**config.mk**
```make
export PLATFORM = sky130hd
export DESIGN_NAME = dual_reload_timer
export DESIGN_NICKNAME = d
export VERILOG_FILES = /design/src/rtl/dtmr_pkg.sv /design/src/rtl/dtmr_channel.sv /design/src/rtl/dtmr_regfile.sv /design/src/rtl/dual_reload_timer.sv
export SDC_FILE = /design/constraint.sdc
export NUM_CORES = 1
export LEC_CHECK = 0
export ABC_AREA = 1
export BUFFER_PORTS_ARGS = -buffer_cell sky130_fd_sc_hd__buf_2
export CAP_MARGIN = 20
export CORE_MARGIN = 1.5
export CORE_UTILIZATION = 45
export CTS_CLUSTER_SIZE = 25
export DETAILED_ROUTE_END_ITERATION = 7
export GPL_ROUTABILITY_DRIVEN = 0
export PLACE_DENSITY = 0.73
export SKIP_LAST_GASP = 1
export SLEW_MARGIN = 20
export SYNTH_ARGS = -nofsm -noshare
export SYNTH_HDL_FRONTEND = slang
export SYNTH_SLANG_ARGS = --single-unit
```
**constraint.sdc**
```tcl
create_clock -name clk -period 1.7 [get_ports clk]
set_input_delay 0.085 -clock clk [delete_from_list [all_inputs] [get_ports clk]]
set_output_delay 0.085 -clock clk [all_outputs]
set_load 0.005 [all_outputs]
```
**src/rtl/dtmr_pkg.sv**
```systemverilog
package dtmr_pkg;
    localparam int NUM_TIMERS  = 2;
    localparam int CTRL_OFS    = 'h00;
    localparam int RELOAD_BASE = 'h10;
    localparam int COUNT_BASE  = 'h14;
    localparam int TMR_STRIDE  = 8;

    typedef enum logic {
        CH_IDLE  = 1'b0,
        CH_COUNT = 1'b1
    } ch_state_t;
endpackage

```
**src/rtl/dtmr_channel.sv**
```systemverilog
module dtmr_channel #(
    parameter int DATA_W = 32
) (
    input  logic              clk,
    input  logic              rst_n,
    input  logic              tick,
    input  logic              ctl_wr,
    input  logic              ctl_run,
    input  logic              ctl_auto,
    input  logic              rld_wr,
    input  logic              cnt_wr,
    input  logic [DATA_W-1:0] wdata,
    output logic              run,
    output logic              auto_rl,
    output logic [DATA_W-1:0] reload_val,
    output logic [DATA_W-1:0] count_val,
    output logic              irq
);
    import dtmr_pkg::*;

    ch_state_t         state_q, state_d;
    logic [DATA_W-1:0] count_q, count_d;
    logic [DATA_W-1:0] reload_q;
    logic              auto_q;
    logic              irq_q;
    logic              expire;

    assign expire = (state_q == CH_COUNT) && tick && (count_q == '0);

    // next-state logic
    always_comb begin
        state_d = state_q;
        unique case (state_q)
            CH_IDLE: begin
                if (ctl_wr && ctl_run) state_d = CH_COUNT;
            end
            CH_COUNT: begin
                if (ctl_wr)                  state_d = ctl_run ? CH_COUNT : CH_IDLE;
                else if (expire && !auto_q)  state_d = CH_IDLE;
            end
        endcase
    end

    // state register
    always_ff @(posedge clk or negedge rst_n) begin
        if (!rst_n) state_q <= CH_IDLE;
        else        state_q <= state_d;
    end

    // count datapath
    always_comb begin
        count_d = count_q;
        if (cnt_wr)
            count_d = wdata;
        else if (expire && auto_q)
            count_d = reload_q;
        else if ((state_q == CH_COUNT) && tick && (count_q != '0))
            count_d = count_q - DATA_W'(1);
    end

    // outputs and configuration storage
    always_ff @(posedge clk or negedge rst_n) begin
        if (!rst_n) begin
            count_q  <= '0;
            reload_q <= '0;
            auto_q   <= 1'b0;
            irq_q    <= 1'b0;
        end else begin
            count_q <= count_d;
            irq_q   <= expire;
            if (rld_wr) reload_q <= wdata;
            if (ctl_wr) auto_q   <= ctl_auto;
        end
    end

    assign run        = (state_q == CH_COUNT);
    assign auto_rl    = auto_q;
    assign reload_val = reload_q;
    assign count_val  = count_q;
    assign irq        = irq_q;
endmodule

```
**src/rtl/dtmr_regfile.sv**
```systemverilog
module dtmr_regfile #(
    parameter int DATA_W = 32,
    parameter int ADDR_W = 5,
    parameter int NUM    = 2
) (
    input  logic                        bus_wr,
    input  logic [ADDR_W-1:0]           bus_addr,
    input  logic [NUM-1:0]              run_vec,
    input  logic [NUM-1:0]              auto_vec,
    input  logic [NUM-1:0][DATA_W-1:0]  reload_vec,
    input  logic [NUM-1:0][DATA_W-1:0]  count_vec,
    output logic                        ctl_wr,
    output logic [NUM-1:0]              rld_wr,
    output logic [NUM-1:0]              cnt_wr,
    output logic [DATA_W-1:0]           bus_rdata
);
    import dtmr_pkg::*;

    localparam logic [ADDR_W-1:0] CTRL_A = ADDR_W'(CTRL_OFS);

    logic [NUM-1:0] rld_hit, cnt_hit;

    for (genvar i = 0; i < NUM; i++) begin : g_dec
        localparam logic [ADDR_W-1:0] RLD_A = ADDR_W'(RELOAD_BASE + TMR_STRIDE * i);
        localparam logic [ADDR_W-1:0] CNT_A = ADDR_W'(COUNT_BASE + TMR_STRIDE * i);
        assign rld_hit[i] = (bus_addr == RLD_A);
        assign cnt_hit[i] = (bus_addr == CNT_A);
        assign rld_wr[i]  = bus_wr && rld_hit[i];
        assign cnt_wr[i]  = bus_wr && cnt_hit[i];
    end

    assign ctl_wr = bus_wr && (bus_addr == CTRL_A);

    always_comb begin
        bus_rdata = '0;
        if (bus_addr == CTRL_A) begin
            for (int i = 0; i < NUM; i++) begin
                bus_rdata[2*i]   = run_vec[i];
                bus_rdata[2*i+1] = auto_vec[i];
            end
        end
        for (int i = 0; i < NUM; i++) begin
            if (rld_hit[i]) bus_rdata = reload_vec[i];
            if (cnt_hit[i]) bus_rdata = count_vec[i];
        end
    end
endmodule

```
**src/rtl/dual_reload_timer.sv**
```systemverilog
module dual_reload_timer #(
    parameter int DATA_W = 32,
    parameter int ADDR_W = 5
) (
    input  logic              clk,
    input  logic              rst_n,
    input  logic              tick,
    input  logic              bus_wr,
    input  logic [ADDR_W-1:0] bus_addr,
    input  logic [DATA_W-1:0] bus_wdata,
    output logic [DATA_W-1:0] bus_rdata,
    output logic [1:0]        irq
);
    localparam int NUM = dtmr_pkg::NUM_TIMERS;

    logic                       ctl_wr;
    logic [NUM-1:0]             rld_wr, cnt_wr;
    logic [NUM-1:0]             run_vec, auto_vec;
    logic [NUM-1:0][DATA_W-1:0] reload_vec, count_vec;

    dtmr_regfile #(.DATA_W(DATA_W), .ADDR_W(ADDR_W), .NUM(NUM)) u_regs (
        .bus_wr     (bus_wr),
        .bus_addr   (bus_addr),
        .run_vec    (run_vec),
        .auto_vec   (auto_vec),
        .reload_vec (reload_vec),
        .count_vec  (count_vec),
        .ctl_wr     (ctl_wr),
        .rld_wr     (rld_wr),
        .cnt_wr     (cnt_wr),
        .bus_rdata  (bus_rdata)
    );

    for (genvar i = 0; i < NUM; i++) begin : g_tmr
        dtmr_channel #(.DATA_W(DATA_W)) u_ch (
            .clk        (clk),
            .rst_n      (rst_n),
            .tick       (tick),
            .ctl_wr     (ctl_wr),
            .ctl_run    (bus_wdata[2*i]),
            .ctl_auto   (bus_wdata[2*i+1]),
            .rld_wr     (rld_wr[i]),
            .cnt_wr     (cnt_wr[i]),
            .wdata      (bus_wdata),
            .run        (run_vec[i]),
            .auto_rl    (auto_vec[i]),
            .reload_val (reload_vec[i]),
            .count_val  (count_vec[i]),
            .irq        (irq[i])
        );
    end
endmodule

```
# Word level (Yosys, flattened, before mapping)

Cells that the tools add are included.

Register bits after elaboration: 134
Bits of input ports: 41
Output and inout port bits: 34
Logic and storage cells: 65

Add/sub/neg operators: 2
Eq/ne operators: 4
Muxes and demuxes: 21
Bitwise gates (word level): 2
Reductions and logical operators: 26

Operators by type and width:

| operator                | number |
|---|---|
| $mux W32                | 10 |
| $logic_not A32 Y1       | 2 |
| $reduce_bool A32 Y1     | 2 |
| $sub A32 B1 Y32 const B | 2 |
| $eq A5 B5 Y1 const B    | 4 |
| $logic_and A1 B1 Y1     | 17 |
| $mux W1                 | 8 |
| $reduce_bool A3 Y1      | 2 |
| $logic_not A5 Y1        | 1 |
| $mux W4                 | 1 |
| $pmux W1 S2             | 2 |
| $logic_not A1 Y1        | 2 |
| $not A1 Y1              | 2 |

# Longest topological paths before layout

Word-level depth: 6
Gate-level depth with buffers: 12
Depth with buffers taken out: 12

# Hierarchy

From an unflattened synthesis, not the netlist that was laid out.

Cell total of the unflattened synthesis: 1420
Area, all modules: 9788.1 um^2

Modules (own cells, without submodules):

| module       | instances | cells each | area each (um^2) | sequential area each (um^2) |
|---|---|---|---|---|
| dtmr_channel | 2         | 600        | 4307.9           | 1676.6 |
| dtmr_regfile | 1         | 220        | 1172.4           | 0.0 |

# Worst setup path after synthesis

OpenSTA, ideal clock, no wires.

Kind: register to register
Start: register g_tmr[1].u_ch.count_q[0]
End: register g_tmr[1].u_ch.count_q[12]
Library setup time: 0.125 ns
Data arrival time: 1.680 ns
Data required time: 1.575 ns
Path slack: -0.104 ns
Cell stages (with the launch flop): 13
Path buffers: 1
Cells stage by stage: dfrtp_1 > inv_1 > ha_1 > nand2_2 > nor2_4 > nand2_4 > nor2_4 > nand3_4 > buf_6 > nand2_1 > nand2_1 > nand2_1 > nand3_1

Word-level cells in the longest chain between the ends: 5
Elaborated cells on any way between the ends: 10
Those cells by class: add/sub (1); mux (3); reduce/logical (6)

Ends and longest elaborated chain:

| item                                                                    | line               | text |
|---|---|---|
| from (decl)                                                             | dtmr_channel.sv:22 | `logic [DATA_W-1:0] count_q, count_d;` |
| from (signal assigned)                                                  | dtmr_channel.sv:69 | `count_q <= count_d;` |
| parallel branches: the longest is 5 deep, another holds $sub A32 B1 Y32 | --                 |  |

Several ways; the timed one is not identified. The select of a mux whose other input is x is not followed.
A chain may end at the register's enable or synchronous reset.

# Final worst setup path

Start: register g_tmr[1].u_ch.count_q[16]
End: register g_tmr[1].u_ch.count_q[5]

Word-level cells in the longest chain between the ends: 5
Elaborated cells on any way between the ends: 8
Those cells by class: mux (2); reduce/logical (6)

Ends and longest elaborated chain:

| item                | line               | text |
|---|---|---|
| $logic_not A32 Y1   | dtmr_channel.sv:28 | `assign expire = (state_q == CH_COUNT) && tick && (count_q == '0);` |
| $logic_and A1 B1 Y1 | dtmr_channel.sv:28 |  |
| $logic_and A1 B1 Y1 | dtmr_channel.sv:55 | `else if (expire && auto_q)` |
| $mux W32            | dtmr_channel.sv:55 |  |
| $mux W32            | dtmr_channel.sv:53 | `if (cnt_wr)` |

Parallel ways exist; a longest one is shown, timed or not.

==> impl_metrics.py <==
metrics = {
    "status": {
        "outcome": "complete, but fails checks",
        "violations": "design-rule violations, negative setup slack",
    },
    "floorplan": {
        "core_area_um2": 20900,
        "die_height_um": 149,
        "fp-row-count": 53,
        "die_w_um": 149,
        "io-pin-count": 75,
        "die_area_um2": 22100,
        "start_util": 0.457,
    },
    "routing": {
        "drc_errors": 13,
        "drtIter0Drc": 1773,
        "wl_per_cell_um": 20.5,
        "antenna_left": 0,
        "vias": 12400,
        "vias_per_cell": 5.98,
        "wirelength_mm": 42.6,
        "drtPass1Iterations": 8,
    },
    "critical_path": {
        "cp-start-kind": "flop",
        "crit_type": "flop to flop",
        "rr_worst_depth": 12,
        "required_ns": 2.02,
        "crit_fanout": 5,
        "regToRegSetupSlack_ns": -0.25,
        "critical_path_arrival_ns": 2.27,
        "r2r-end": "g_tmr[1].u_ch.count_val[5]$_DFFE_PN0P_",
        "cp-end-kind": "flop",
        "r2r-start": "g_tmr[1].u_ch.count_val[16]$_DFFE_PN0P_",
    },
    "clocking": {
        "clock_sink_count": 134,
        "cts_tree": "built",
        "htree_levels": 4,
        "cts_root_buf": "clkbuf_16",
        "clk_latency_ns": 0.44,
        "cts.path.max_buffers": 2,
        "clkTransAtPathRegs_ns": 0.06,
        "cts_buffers": 17,
    },
    "place": {
        "placed_area_um2": 11500,
        "dp_hpwl_mm": 26.7,
        "placedCellCount": 1954,
        "port_buffers": 74,
    },
    "layout": {
        "final_cell_mix": "490 x nand2_1, 193 x buf_4, 133 x dfrtp_1",
        "mostFrequentLayoutCell": "nand2_1",
        "drive_gt1_frac": 0.336,
        "fin_nets": 1834,
        "n_antenna_cell": 0,
        "stdcell_area_um2": 14200,
        "fin_cells": 2079,
        "area_growth_pct": 48.4,
    },
    "power_and_ir_drop": {
        "ir_drop_uv": 796,
        "p_leak_uw": 0.00740,
        "power.density_nw_per_um2": 1590,
    },
    "timing": {
        "clock_skew_ns": 0.00937,
        "tightest_slew_ns": 0.580,
        "fin_crit_ns": 1.95,
        "finalHoldViolations": 0,
        "clock.fmax_ghz": 0.513,
        "setup_viol": 68,
        "worst_slack_ns": -0.248,
        "rsz0062_at_grt": "yes",
        "min_period_over_period": 1.15,
        "slew_headroom": 0.613,
        "drv_slew": 0,
    },
    "grt": {
        "first_global_vias": 11700,
        "grt_antenna_before_repair": 0,
        "grt_usage": 0.363,
        "grt_first_pass_wirelength_mm": 61.2,
        "grt_max_degree": 65,
        "overflow": 0,
    },
    "logic_synthesis": {
        "synth.distinct_cells": 38,
        "synth-edff-count": 0,
        "async_flop_share": 1.00,
        "synth-seq-cells": 134,
        "yosys_warnings": 0,
        "ys.flop_type": "dfrtp_1",
        "yosysSeqAreaShare": 0.351,
        "synth_nets": 1529,
        "avgSynthCellArea_um2": 6.42,
        "synthCells": 1486,
        "synth_area_um2": 9550,
    },
    "min_path": {
        "hold_path_depth": 5,
        "hold_path_class": "input pin to flop",
        "hold_path_startpoint": "bus_wdata[0]",
        "hold_end": "g_tmr[0].u_ch.count_val[0]$_DFFE_PN0P_",
    },
    "flow_run": {
        "cap_violations": 0,
    },
}
[worst max path at each step]
stage,end,depth (start not counted),from,slack (ns)
after floorplan,g_tmr[0].u_ch.count_val[23]$_DFFE_PN0P_,12,g_tmr[0].u_ch.count_val[0]$_DFFE_PN0P_,0.006
after global placement,g_tmr[0].u_ch.count_val[20]$_DFFE_PN0P_,11,g_tmr[0].u_ch.count_val[22]$_DFFE_PN0P_,-0.15
after detailed placement,g_tmr[1].u_ch.count_val[4]$_DFFE_PN0P_,11,g_tmr[1].u_ch.count_val[13]$_DFFE_PN0P_,-0.19
after CTS,g_tmr[1].u_ch.count_val[5]$_DFFE_PN0P_,12,g_tmr[1].u_ch.count_val[20]$_DFFE_PN0P_,-0.13
after global routing,g_tmr[1].u_ch.count_val[27]$_DFFE_PN0P_,11,g_tmr[1].u_ch.count_val[19]$_DFFE_PN0P_,-0.37
final,g_tmr[1].u_ch.count_val[5]$_DFFE_PN0P_,12,g_tmr[1].u_ch.count_val[16]$_DFFE_PN0P_,-0.25
[cell usage after synthesis, types with 2 or more instances]
cell,n,share of area
nor2_2,11,0.0072
o22ai_1,3,0.0020
nand3b_1,2,0.0016
nand3_4,2,0.0037
buf_2,13,0.0068
ha_1,2,0.0026
inv_2,7,0.0028
a22oi_1,3,0.0024
nand2_4,2,0.0024
o21ai_2,2,0.0018
o211ai_1,10,0.0079
buf_6,10,0.012
xnor2_1,8,0.0073
xor2_1,19,0.017
and2_1,2,0.0013
nand4_1,92,0.060
a221oi_1,2,0.0018
dfrtp_1,134,0.35
nor2_4,5,0.0059
inv_1,127,0.050
clkinv_1,14,0.0055
nand3_1,145,0.076
buf_4,4,0.0031
nand2_2,3,0.0020
o21ai_0,78,0.041
nor2_1,123,0.048
clkbuf_1,47,0.018
o2111ai_1,18,0.017
a21oi_1,10,0.0052
nand2_1,580,0.23
[logic make-up (layout without fill, tap and decap cells)]
family | count (synthesis) | in the layout | share of synthesized area
adder cells (fa/ha/maj) | 2 | 2 | 0.00262
AO/OA/AOI/OAI | 128 | 128 | 0.0798
AND/OR/NAND/NOR | 973 | 974 | 0.443
buffers and inverters | 222 | 539 | 0.0984
XOR/XNOR | 27 | 27 | 0.0248
flip-flops | 134 | 134 | 0.351
[sequential cells by signal, summed over array words and instances, names as in the netlist]
| register | flops |
|---|---|
| g_tmr.u_ch.auto_rl | 2 |
| g_tmr.u_ch.count_val | 64 |
| g_tmr.u_ch.irq | 2 |
| g_tmr.u_ch.run | 2 |
| g_tmr.u_ch.reload_val | 64 |
[what timing repair did]
| action | CTS | global route |
|---|---|---|
| pin swaps | 32 | 91 |
| endpoints found under the setup margin | 70 | 77 |
| endpoints found under the hold margin | 211 | 0 |
| gates resized for setup | 126 | 186 |
| hold buffers | 31 | 0 |
| gates cloned | 12 | 8 |
| setup buffers | 28 | 20 |
[critical path, stage by stage (launching register included)]
cell     delay [ns]
dfrtp_1        0.39
nor2_2         0.17
nand2_2        0.09
nor2_4         0.19
nand2_4        0.09
nor2_4         0.15
nand3_4        0.14
buf_8          0.19
buf_12         0.14
nand2_2        0.07
nand2_1        0.06
nand3_1        0.07
nand2_1        0.07
[cell type report]
type / instances / area (um^2)
Timing Repair Buffer: 359 / 3150
Multi-Input combinational cell: 1131 / 6120
Inverter: 148 / 562
Sequential cell: 134 / 3350
Clock buffer: 26 / 529
Fill cell: 1605 / 6720
Clock inverter: 6 / 111
Tap cell: 275 / 344
[per-layer routing]
metal,up-vias,GRT usage,share of wire
met5,-,0,0
met4,0,0.216,0.070
li1,5448,-,-
met3,268,0.0638,0.12
met1,5727,0.458,0.35
met2,982,0.583,0.46
[stage by stage]
step	power [uW]	setup slack (ns)	hold slack [ns]	utilization	TNS [ns]
2_1_floorplan	10400	0.00620	-0.211	-	0
3_3_place_gp	14900	-0.154	-0.0410	0.551	-7.50
3_5_place_dp	15100	-0.194	-0.0394	0.551	-9.64
4_1_cts	20100	-0.128	0.0119	0.639	-6.06
5_1_grt	23700	-0.369	0.0217	0.678	-15.01
6_report	22600	-0.248	0.0157	0.678	-10.19
[power breakdown]
group,switching (uW),total (uW),leakage [uW],internal [uW]
Sequential,879,5030,0.00174,4150
Combinational,7840,13400,0.00535,5600
Clock,1520,4110,0.000313,2580
No activity file was read; power rests on OpenSTA's default activity.
